`src/rtl/pe_pkg.sv`:
```
package pe_pkg;

  typedef enum logic [1:0] {
    ST_IDLE   = 2'd0,
    ST_WAIT   = 2'd1,
    ST_REDUCE = 2'd2,
    ST_RESULT = 2'd3
  } pe_state_e;

endpackage

```
`src/rtl/pe_ctrl_fsm.sv`:
```
module pe_ctrl_fsm
  import pe_pkg::*;
(
  input  logic      clk,
  input  logic      rst_n,
  input  logic      req_valid,
  input  logic      all_done,
  input  logic      root_load,
  input  logic      res_ready,
  output pe_state_e state,
  output logic      req_ready,
  output logic      accept,
  output logic      launch,
  output logic      cap_en,
  output logic      res_valid
);

  pe_state_e state_q, state_d;

  assign state     = state_q;
  assign req_ready = (state_q == ST_IDLE);
  assign accept    = req_ready && req_valid;
  assign cap_en    = (state_q == ST_WAIT);
  assign launch    = cap_en && all_done;
  assign res_valid = (state_q == ST_RESULT);

  always_comb begin
    state_d = state_q;
    unique case (state_q)
      ST_IDLE:   if (accept) state_d = ST_WAIT;
      ST_WAIT:   if (launch) state_d = root_load ? ST_RESULT : ST_REDUCE;
      ST_REDUCE: if (root_load) state_d = ST_RESULT;
      ST_RESULT: if (res_ready) state_d = ST_IDLE;
      default:   state_d = ST_IDLE;
    endcase
  end

  always_ff @(posedge clk or negedge rst_n) begin
    if (!rst_n) state_q <= ST_IDLE;
    else        state_q <= state_d;
  end

endmodule

```
`src/rtl/pe_score_capture.sv`:
```
module pe_score_capture #(
  parameter int NF = 8,
  parameter int SW = 16
) (
  input  logic                   clk,
  input  logic                   rst_n,
  input  logic                   clr,
  input  logic                   cap_en,
  input  logic [NF-1:0]          done,
  input  logic [NF-1:0][SW-1:0]  score_in,
  output logic [NF-1:0][SW-1:0]  score_q,
  output logic                   all_done
);

  logic [NF-1:0] flag;

  for (genvar i = 0; i < NF; i++) begin : g_unit
    logic          seen_q;
    logic [SW-1:0] held_q;

    always_ff @(posedge clk or negedge rst_n) begin
      if (!rst_n) begin
        seen_q <= 1'b0;
        held_q <= '0;
      end else if (clr) begin
        seen_q <= 1'b0;
      end else if (cap_en && done[i] && !seen_q) begin
        seen_q <= 1'b1;
        held_q <= score_in[i];
      end
    end

    assign flag[i]    = seen_q;
    assign score_q[i] = held_q;
  end

  assign all_done = &flag;

endmodule

```
`src/rtl/pe_max_node.sv`:
```
module pe_max_node #(
  parameter int SW = 16,
  parameter int IW = 3
) (
  input  logic [SW-1:0] a_val,
  input  logic [IW-1:0] a_idx,
  input  logic [SW-1:0] b_val,
  input  logic [IW-1:0] b_idx,
  output logic [SW-1:0] o_val,
  output logic [IW-1:0] o_idx
);

  // the right-hand input comes from higher unit numbers, so it wins only
  // when strictly larger
  logic take_b;
  assign take_b = $signed(b_val) > $signed(a_val);
  assign o_val  = take_b ? b_val : a_val;
  assign o_idx  = take_b ? b_idx : a_idx;

endmodule

```
`src/rtl/pe_max_tree.sv`:
```
module pe_max_tree #(
  parameter int NF = 8,
  parameter int SW = 16
) (
  input  logic                        clk,
  input  logic                        rst_n,
  input  logic                        launch,
  input  logic [NF-1:0][SW-1:0]       leaf,
  output logic                        root_load,
  output logic [SW-1:0]               max_val,
  output logic [$clog2(NF)-1:0]       max_idx
);

  localparam int L  = $clog2(NF);
  localparam int IW = L;
  localparam int NN = 2 * NF;

  // heap numbering: node 1 is the root, nodes NF..2NF-1 are the leaves
  logic [SW-1:0] nv [1:NN-1];
  logic [IW-1:0] ni [1:NN-1];

  // go[k] loads tree level k+1
  logic [L-1:0] go;

  if (L == 1) begin : g_go_one
    assign go = launch;
  end else begin : g_go_many
    logic [L-2:0] go_q;
    always_ff @(posedge clk or negedge rst_n) begin
      if (!rst_n) go_q <= '0;
      else        go_q <= go[L-2:0];
    end
    assign go = {go_q, launch};
  end

  assign root_load = go[L-1];

  for (genvar i = 0; i < NF; i++) begin : g_leaf
    assign nv[NF+i] = leaf[i];
    assign ni[NF+i] = IW'(i);
  end

  for (genvar n = 1; n < NF; n++) begin : g_node
    localparam int DEPTH = $clog2(n + 1) - 1;
    localparam int LVL   = L - DEPTH;

    logic [SW-1:0] win_val, val_q;
    logic [IW-1:0] win_idx, idx_q;

    pe_max_node #(.SW(SW), .IW(IW)) u_cmp (
      .a_val (nv[2*n]),
      .a_idx (ni[2*n]),
      .b_val (nv[2*n+1]),
      .b_idx (ni[2*n+1]),
      .o_val (win_val),
      .o_idx (win_idx)
    );

    always_ff @(posedge clk or negedge rst_n) begin
      if (!rst_n) begin
        val_q <= '0;
        idx_q <= '0;
      end else if (go[LVL-1]) begin
        val_q <= win_val;
        idx_q <= win_idx;
      end
    end

    assign nv[n] = val_q;
    assign ni[n] = idx_q;
  end

  assign max_val = nv[1];
  assign max_idx = ni[1];

endmodule

```
`src/rtl/par_eval_ctrl.sv`:
```
module par_eval_ctrl
  import pe_pkg::*;
#(
  parameter int NF = 8,
  parameter int SW = 16,
  parameter int CW = 16
) (
  input  logic                    clk,
  input  logic                    rst_n,
  input  logic                    req_valid,
  output logic                    req_ready,
  input  logic [NF*CW-1:0]        req_cand,
  output logic                    unit_start,
  output logic [NF*CW-1:0]        unit_cand,
  input  logic [NF-1:0]           unit_done,
  input  logic [NF*SW-1:0]        unit_score,
  output logic                    res_valid,
  input  logic                    res_ready,
  output logic [SW-1:0]           res_score,
  output logic [$clog2(NF)-1:0]   res_index
);

  pe_state_e                state;
  logic                     accept, launch, cap_en, all_done, root_load;
  logic [NF-1:0][SW-1:0]    score_in, score_q;

  assign score_in = unit_score;

  pe_ctrl_fsm u_fsm (
    .clk       (clk),
    .rst_n     (rst_n),
    .req_valid (req_valid),
    .all_done  (all_done),
    .root_load (root_load),
    .res_ready (res_ready),
    .state     (state),
    .req_ready (req_ready),
    .accept    (accept),
    .launch    (launch),
    .cap_en    (cap_en),
    .res_valid (res_valid)
  );

  always_ff @(posedge clk or negedge rst_n) begin
    if (!rst_n) begin
      unit_start <= 1'b0;
      unit_cand  <= '0;
    end else begin
      unit_start <= accept;
      if (accept) unit_cand <= req_cand;
    end
  end

  pe_score_capture #(.NF(NF), .SW(SW)) u_cap (
    .clk      (clk),
    .rst_n    (rst_n),
    .clr      (accept),
    .cap_en   (cap_en),
    .done     (unit_done),
    .score_in (score_in),
    .score_q  (score_q),
    .all_done (all_done)
  );

  pe_max_tree #(.NF(NF), .SW(SW)) u_tree (
    .clk       (clk),
    .rst_n     (rst_n),
    .launch    (launch),
    .leaf      (score_q),
    .root_load (root_load),
    .max_val   (res_score),
    .max_idx   (res_index)
  );

endmodule

```
`config.mk`:
```
export PLATFORM = sky130hd
export DESIGN_NAME = par_eval_ctrl
export DESIGN_NICKNAME = d
export VERILOG_FILES = /design/src/rtl/pe_pkg.sv /design/src/rtl/pe_ctrl_fsm.sv /design/src/rtl/pe_score_capture.sv /design/src/rtl/pe_max_node.sv /design/src/rtl/pe_max_tree.sv /design/src/rtl/par_eval_ctrl.sv
export SDC_FILE = /design/constraint.sdc
export NUM_CORES = 1
export LEC_CHECK = 0
export BUFFER_PORTS_ARGS = -buffer_cell sky130_fd_sc_hd__clkbuf_2
export CELL_PAD_IN_SITES_DETAIL_PLACEMENT = 1
export CELL_PAD_IN_SITES_GLOBAL_PLACEMENT = 1
export CORE_UTILIZATION = 39
export CTS_CLUSTER_DIAMETER = 100
export DETAILED_ROUTE_END_ITERATION = 8
export PLACE_DENSITY = 0.84
export SLEW_MARGIN = 15
export SYNTH_ARGS = -nofsm -noshare
export SYNTH_HDL_FRONTEND = slang
export SYNTH_SLANG_ARGS = --single-unit
```
`constraint.sdc`:
```
create_clock -name clk -period 2.3 [get_ports clk]
set_input_delay 0.69 -clock clk [delete_from_list [all_inputs] [get_ports clk]]
set_output_delay 0.69 -clock clk [all_outputs]
set_load 0.03 [all_outputs]
```
==> impl_metrics.toml <==
[drt]
avgRoutedWirePerCell_um = 29.1
ant_nets = 0
drt-total-wl_mm = 83.5
drc = 4
first_pass_iters = 9
drt_iter0_markers = 1084
avgViaCountPerCell = 5.75
num_vias = 16500

[yosys]
synth_area_leaders = "dfrtp_1, mux2_2, ha_1"
syn_area_mm2 = 0.0186
ys_seq_area_share_pct = 53.1
synth_compound_area_share_pct = 7.60
synth_xor_area_share_pct = 0
synth_top_family_by_area = "multiplexers"
synth_cell_type_count = 52
ys_ff_latch = 394
ys.flop_type = "dfrtp_1"
ys_async_sr_fraction_pct = 100
post-synth-top-count-cell = "dfrtp_1"
synth_edf_count = 0
synth_mux_area_share_pct = 20.2
yosysTopAreaCell = "dfrtp_1"
synth_top_area_share_pct = 53.1
ys_warn_count = 0
synth_area_per_cell_um2 = 12.1
syn_nets = 1923
syn_inst = 1539
yosys.area_share.simple_pct = 7.03
ys_top_cells_by_count = "dfrtp_1, mux2_2, inv_1"
synthAdderAreaFrac_pct = 7.81

[worst_setup_path]
cp_data_required_time_ns = 2.75
cp_max_fo = 4
timing.rr.end = "u_tree.g_node[4].val_q[0]$_DFFE_PN0P_"
cp-start-kind = "flip-flop"
cp-end-kind = "flip-flop"
r2r_cells = 10
r2r_slack_ns = -0.54
rr_startpoint = "u_cap.g_unit[1].held_q[13]$_DFFE_PN0P_"
slowest_delay_ns = 0.45
cp_data_arrival_time_ns = 3.30
cp_cell_sequence = "ha_1 -> and4_4 -> nand4_1 -> a21o_1 -> nand4_1 -> nor3b_2 -> buf_6 -> buf_6 -> mux2i_1 -> a21oi_1"
worstSetupPathType = "flip-flop to flip-flop"
crit_path_top_delay_cell = "dfrtp_1"

[placed_design]
hpwlAfterDp_mm = 48.0
dp.cells = 2687
gp_congestion = 0.908
pre_cts_ws_ns = -0.409
io_buffer_count = 417

[timing]
period_needed_ns = 2.84
whs_ns = 0.0143
slew_violations = 0
rsz0062_at_grt = "true"
fin_crit_sh_pct = 124
fmax_mhz = 352
slew_headroom_pct = 41.2
hold_viol_final = 0
setup_slack_ns = -0.542
finalSetupViolations = 122
tightest_slew_ns = 0.872
fin_skew_ns = 0.0192

[layout]
finalNetCount = 2601
fin_cells = 2873
fillers = 4772
syn_to_final_growth_pct = 46.5
drive_gt1_share_pct = 55.8

[clocking]
insertion_delay_ns = 0.60
clk_path_buf_depth = 3
cts-root-buf = "clkbuf_16"
clk_pin_slew_ns = 0.07
cts_sinks = 394
htree_levels = 2
cts_buffers = 46
cts_tree = "yes"

[floorplan]
die_w_um = 220
rows = 79
core_mm2 = 0.0468
initial_core_util_pct = 39.7
pin_count = 418
fp.dieH_um = 220
dieArea_mm2 = 0.0485

[global_route]
overflow = 0
grt_pass1_wl_mm = 105
globalRouteTotalUtil_pct = 29.0
grt_pass1_vias = 17700
grt_max_degree = 60
antenna_found_initial = 14

[pwr]
leakagePower_nw = 12.7
p_per_area_mw_per_mm2 = 2050
vdd_ir_drop_max_v = 0.00105
finalPower_w = 0.0557

[flow_run]
maxCapViolations = 0

[status]
status = "finished, violations left"
violations = "design-rule violations, negative setup slack"

[worst_hold_path]
hp-class = "input pin to async pin"
state kept, by name, summed over array words and instances, names as in the netlist:
register	flops
u_cap.g_unit.held_q	128
u_cap.g_unit.seen_q	8
u_fsm.state	2
u_tree.g_go_many.go_q	2
u_tree.g_node.idx_q	10
u_tree.g_node.val_q	96
u_tree.max_idx	3
u_tree.max_val	16
unit_cand	128
unit_start	1
per-stage QoR:
| stage | cell area, µm² | TNS, ns | util [%] |
|---|---|---|---|
| final | 27200 | -27.75 | 58.2 |
| after global routing | 27200 | -31.71 | 58.2 |
| after CTS | 25400 | -3.94 | 54.3 |
| after global placement | 22800 | -3.28 | 48.7 |
| after floorplan | 18600 | 0 | - |
| after detailed placement | 22800 | -9.11 | 48.7 |
layer usage:
layer,global-route usage [%],vias up,wire length [µm]
li1,-,6812,-
met1,31.2,8408,29200
met2,52.7,900,42700
met3,5.72,395,5300
met4,16.6,4,6280
met5,0,-,25
area by class of cell:
class | count | area (µm²) | share of cell area, %
diodes | 12 | 30.0 | 0.110
well taps | 607 | 759 | 2.79
inverters | 123 | 462 | 1.70
multi-input cells | 951 | 9730 | 35.8
clock buffers | 62 | 1320 | 4.86
repair buffers | 701 | 4740 | 17.4
flip-flops and latches | 394 | 9870 | 36.3
clock inverters | 23 | 307 | 1.13
cells in the final DEF, fill, tap and decap left out, types with 28 or more instances in the layout:
master,n
mux2_1,43
nand2_1,100
nor2_1,52
clkbuf_2,415
ha_1,76
a21oi_1,54
buf_4,232
ha_4,40
mux2i_1,32
o21ai_1,49
dfrtp_1,386
clkbuf_16,51
o221ai_2,28
mux2i_4,36
mux2_2,214
inv_1,100
power by group:
part / internal, W / total, W / switching (W)
clock network: 0.00483 / 0.00811 / 0.00328
registers: 0.0103 / 0.0135 / 0.00320
logic: 0.0161 / 0.0341 / 0.0180
how the worst max path moves through the flow:
stage	slack, ns	end	startpoint	depth (start not counted)
2_1_floorplan	0.05	unit_cand[106]$_DFFE_PN0P_	u_fsm.state[0]$_DFFE_PN0P_	6
3_3_place_gp	-0.35	u_tree.g_node[7].val_q[8]$_DFFE_PN0P_	u_cap.g_unit[6].held_q[15]$_DFFE_PN0P_	10
3_5_place_dp	-0.41	u_tree.g_node[7].val_q[8]$_DFFE_PN0P_	u_cap.g_unit[6].held_q[14]$_DFFE_PN0P_	10
4_1_cts	-0.26	u_tree.g_node[7].val_q[8]$_DFFE_PN0P_	u_cap.g_unit[7].held_q[13]$_DFFE_PN0P_	9
5_1_grt	-0.55	u_tree.g_node[4].val_q[0]$_DFFE_PN0P_	u_cap.g_unit[0].held_q[11]$_DFFE_PN0P_	11
6_report	-0.54	u_tree.g_node[4].val_q[0]$_DFFE_PN0P_	u_cap.g_unit[1].held_q[13]$_DFFE_PN0P_	10
what timing repair did:
action / 4_1_cts / 5_1_grt
buffers inserted: 39 / 49
gates resized for setup: 113 / 254
pin swaps: 51 / 112
endpoints found under the setup margin: 110 / 122
endpoints found under the hold margin: 0 / 0
gates cloned: 2 / 5
hold buffers: 0 / 0
cells by family after synthesis:
| group | after synthesis |
|---|---|
| muxes | 342 |
| DFF | 394 |
| AOI/OAI and AO/OA | 223 |
| adders and majority gates | 116 |
| and+or+nand+nor | 270 |
| buffers and inverters | 194 |
worst max-delay path: cells and delay by family, from the launching register on:
| family | cells | cell delay [ns] |
|---|---|---|
| fa+ha+maj | 1 | 0.35 |
| flops | 1 | 0.45 |
| mux | 1 | 0.24 |
| simple gates | 4 | 0.93 |
| buf+inv | 2 | 0.31 |
| compound gates | 2 | 0.42 |
Power figures use the tool's default switching activity.
